`src/rtl/alu_cw_pkg.sv`:
```
package alu_cw_pkg;

    localparam int CTRL_W = 7;

    typedef struct packed {
        logic sel_carry;   // bit 6: show carry-type result
        logic inv_sum;     // bit 5: constant XOR in sum view
        logic x_fold;      // bit 4: fold conditioned a into sum view
        logic chain_en;    // bit 3: carry term enters the result
        logic flip_a;      // bit 2: invert operand a
        logic flip_b;      // bit 1: invert operand b
        logic carry_xor;   // bit 0: constant XOR in carry view
    } ctrl_t;

    localparam logic [CTRL_W-1:0] OP_ADD      = 7'b0001000;
    localparam logic [CTRL_W-1:0] OP_ADD_CY   = 7'b1001000;
    localparam logic [CTRL_W-1:0] OP_SUB      = 7'b0101100;
    localparam logic [CTRL_W-1:0] OP_SUB_BRW  = 7'b1101100;
    localparam logic [CTRL_W-1:0] OP_OR       = 7'b1000111;
    localparam logic [CTRL_W-1:0] OP_PASS_B   = 7'b0010000;

endpackage

```
`src/rtl/alu_cw_prep.sv`:
```
module alu_cw_prep #(
    parameter int WIDTH = 4
) (
    input  logic [WIDTH-1:0] a_in,
    input  logic [WIDTH-1:0] b_in,
    input  logic             flip_a,
    input  logic             flip_b,
    output logic [WIDTH-1:0] x_out,
    output logic [WIDTH-1:0] y_out
);
    for (genvar i = 0; i < WIDTH; i++) begin : g_cond
        assign x_out[i] = a_in[i] ^ flip_a;
        assign y_out[i] = b_in[i] ^ flip_b;
    end
endmodule

```
`src/rtl/alu_cw_slice.sv`:
```
module alu_cw_slice (
    input  logic x,
    input  logic y,
    input  logic c_prev,
    input  logic sel_carry,
    input  logic inv_sum,
    input  logic x_fold,
    input  logic chain_en,
    input  logic carry_xor,
    output logic r,
    output logic c_next
);
    logic prop;
    logic gen;
    logic cin_term;
    logic sum_view;
    logic cy_view;

    always_comb begin
        prop     = x ^ y;
        gen      = x & y;
        cin_term = chain_en & c_prev;
        // carry always uses the full-adder form, independent of chain_en
        c_next   = gen ^ (prop & c_prev);
        sum_view = prop ^ cin_term ^ (x_fold & x) ^ inv_sum;
        cy_view  = carry_xor ^ gen ^ (cin_term & prop);
        r        = sel_carry ? cy_view : sum_view;
    end
endmodule

```
`src/rtl/alu_cw_chain.sv`:
```
module alu_cw_chain
    import alu_cw_pkg::*;
#(
    parameter int WIDTH = 4
) (
    input  logic [WIDTH-1:0] x_vec,
    input  logic [WIDTH-1:0] y_vec,
    input  logic             c_in,
    input  ctrl_t            cw,
    output logic [WIDTH-1:0] r_vec,
    output logic [WIDTH-1:0] c_vec
);
    logic [WIDTH:0] ripple;
    assign ripple[0] = c_in;

    for (genvar i = 0; i < WIDTH; i++) begin : g_slice
        alu_cw_slice u_slice (
            .x         (x_vec[i]),
            .y         (y_vec[i]),
            .c_prev    (ripple[i]),
            .sel_carry (cw.sel_carry),
            .inv_sum   (cw.inv_sum),
            .x_fold    (cw.x_fold),
            .chain_en  (cw.chain_en),
            .carry_xor (cw.carry_xor),
            .r         (r_vec[i]),
            .c_next    (ripple[i+1])
        );
    end

    assign c_vec = ripple[WIDTH:1];
endmodule

```
`src/rtl/alu_ctrlword.sv`:
```
module alu_ctrlword
    import alu_cw_pkg::*;
#(
    parameter int WIDTH = 4
) (
    input  logic [WIDTH-1:0]  op_a,
    input  logic [WIDTH-1:0]  op_b,
    input  logic [CTRL_W-1:0] ctrl,
    input  logic              cin,
    output logic [WIDTH-1:0]  result,
    output logic              cout,
    output logic [WIDTH-1:0]  carries
);
    localparam int TOP = WIDTH - 1;

    ctrl_t            cw;
    logic [WIDTH-1:0] x_vec;
    logic [WIDTH-1:0] y_vec;

    assign cw = ctrl_t'(ctrl);

    alu_cw_prep #(.WIDTH(WIDTH)) u_prep (
        .a_in   (op_a),
        .b_in   (op_b),
        .flip_a (cw.flip_a),
        .flip_b (cw.flip_b),
        .x_out  (x_vec),
        .y_out  (y_vec)
    );

    alu_cw_chain #(.WIDTH(WIDTH)) u_chain (
        .x_vec (x_vec),
        .y_vec (y_vec),
        .c_in  (cin),
        .cw    (cw),
        .r_vec (result),
        .c_vec (carries)
    );

    assign cout = carries[TOP];
endmodule

```
`config.mk`:
```
export PLATFORM = sky130hd
export DESIGN_NAME = alu_ctrlword
export DESIGN_NICKNAME = d
export VERILOG_FILES = /design/src/rtl/alu_cw_pkg.sv /design/src/rtl/alu_cw_prep.sv /design/src/rtl/alu_cw_slice.sv /design/src/rtl/alu_cw_chain.sv /design/src/rtl/alu_ctrlword.sv
export SDC_FILE = /design/constraint.sdc
export NUM_CORES = 1
export LEC_CHECK = 0
export BUFFER_PORTS_ARGS = -buffer_cell sky130_fd_sc_hd__buf_4
export CAP_MARGIN = 20
export CORE_AREA = 2 2 39 41
export DETAILED_ROUTE_END_ITERATION = 6
export DIE_AREA = 0 0 41 43
export GPL_TIMING_DRIVEN = 0
export PLACE_DENSITY = 0.82
export SYNTH_ARGS = -nofsm -noshare
export SYNTH_HDL_FRONTEND = slang
export SYNTH_SLANG_ARGS = --single-unit
```
`constraint.sdc`:
```
create_clock -name vclk -period 3.65
set_input_delay 0 -clock vclk [all_inputs]
set_output_delay 0 -clock vclk [all_outputs]
set_load 0.02 [all_outputs]
```
==> metrics.txt <==
Int Power=154 uW; library cell occupying the most area in the post-synthesis netlist=xnor2_1; classification of the worst setup path=primary input to output port; initial standard-cell utilization of the core=48.9%; number of top-level pins=25; headroom to the max-slew limit=71.1%; leak pwr=0.000426 uW; switching power as a share of total power=47.7%; actual transition at the worst max-transition pin=434 ps; power share of the sequential group=0%; post-synthesis net count=111; proportion of power drawn by combinational gates=100.0%; worst slack on hold paths=445 ps; weighted congestion reported at the end of routability-driven placement=0.805; Peak Freq=375 MHz; detailed-route wire length=1500 um; Startpoint Class=primary input; clock buffer count in the final layout=0; largest net degree at the start of global routing=11; total inserted antenna cells=0; Max rail drop VDD=0.000174 V; Yosys warning total=0; ranking of synthesized cells by area=xnor2_1, ha_1, xor2_1; width of the chip=41 um; max-cap violations=0; Sequential cell area=0 um2; Via density=5.17; number of sequential storage elements=0; Final Max Slew Viols=0; Resize count post-CTS=0; mean area per synthesized cell=7.78 um2; number of rows in the core area=14; overall via count from detail_route=651; first-pass iteration count of the detailed router=4; Netlist cell types=29; data arrival time of the worst path=2670 ps; synthesized instance count=87; global route overflow=0; Psw=141 uW; initial antenna violation count=0; Fin. Hold Viols=0; largest fanout on the critical path=5; setup violation total in the final timing report=0; result of the run=finished clean; area enclosed by the die boundary=0.00176 mm2; height of the die=43 um; Routed Antenna Nets=0; leading cell type by number of instances after synthesis=xnor2_1; shortest period the worst path allows=2670 ps; HPWL after detailed placement=1250 um; worst endpoint required time=3650 ps; Final #Nets=136; sequential area share after synthesis=0%; number of buffers inserted for hold repair after clock tree synthesis=0; fraction of final layout cells sized beyond drive strength 1=31.8%; TNS Setup=0 ps; ratio of final minimum period to clock period=73.1%; post-synthesis cell area=677 um2; post-CTS setup buffer count=0; DRC=0; share of total power in the clock network=0%; number of port buffers=23; crit end category=output port; kind of path behind the tightest hold check=primary input to output port; area share of the leading cell type in the synthesized netlist=22.0%; global-route wire length before repair=2370 um; cell area power density=339 mW/mm2; RSZ-0062 raised after global routing=no; Tot Pwr=295 uW; GR Util All Layers=18.6%; average wire per standard cell=11.9 um; most instantiated cells after synthesis=xnor2_1, nand2_1, buf_4, ha_1, xor2_1; area growth from synthesis to layout=28.5%; placeable core area=0.00138 mm2; via count of the first global-routing pass=562; initial drt markers=14
==> power by group through the flow <==
stage | Combinational (uW) | Sequential [uW] | Clock, uW
2_1_floorplan | 215 | 0 | 0
3_3_place_gp | 289 | 0 | 0
3_5_place_dp | 296 | 0 | 0
4_1_cts | 297 | 0 | 0
5_1_grt | 322 | 0 | 0
6_report | 295 | 0 | 0
==> cells by family (layout without fill, tap and decap cells) <==
logic type / after synthesis / in the layout / share of synthesized area [%]
adder cells (fa/ha/maj): 8 / 8 / 14.8
XOR/XNOR: 25 / 25 / 32.3
AND/OR/NAND/NOR: 27 / 27 / 23.5
buffers and inverters: 12 / 35 / 11.1
AO/OA/AOI/OAI: 15 / 15 / 18.3
==> metal layers <==
metal / routed length [um] / track usage, % / share of wire [%] / up-vias
met5: 0 / 0 / 0 / -
met4: 0 / 0.667 / 0 / 0
met3: 28 / 0 / 1.9 / 0
met2: 777 / 33.4 / 52 / 10
met1: 690 / 24.7 / 46 / 299
li1: - / - / - / 342
==> stage by stage <==
stage	cells	utilization, %	instance area [um2]	setup slack [ps]
finish	126	62.8	870	982
floorplan	87	-	677	1400
detailed placement	126	62.8	870	994
CTS	126	62.8	870	986
global placement	126	62.8	870	1020
global route	126	62.8	870	842
==> worst paths after layout <==
kind / end / slack (ps) / startpoint / cells past startpoint
setup / recovery: result[3] / 980 / ctrl[2] / 13
hold / removal: result[0] / 450 / ctrl[6] / 5
==> cells in the final DEF, fill, tap and decap left out, types with 2 or more instances in the layout <==
master / count
buf_4: 31
xnor2_1: 17
nand2_1: 11
xor2_1: 8
ha_1: 8
o21ai_0: 4
and2_1: 4
clkbuf_1: 3
nand3b_1: 3
o211a_1: 2
==> area by class of cell <==
class,count,area (um2)
buffer,11,71.3
fill,131,514
inverter,1,3.75
multi-input combinational,75,602
tap,16,20.0
timing repair buffer,23,173
==> critical path, cell delays in order <==
cell,delay [ps]
buf_4,130
xor2_1,170
ha_1,370
and3b_1,250
o2111a_1,290
or3b_4,390
a21boi_2,130
ha_1,250
xnor2_1,190
xnor2_1,130
o21ai_0,80
buf_4,130
buf_4,140
(Power assumes the default switching activity.)
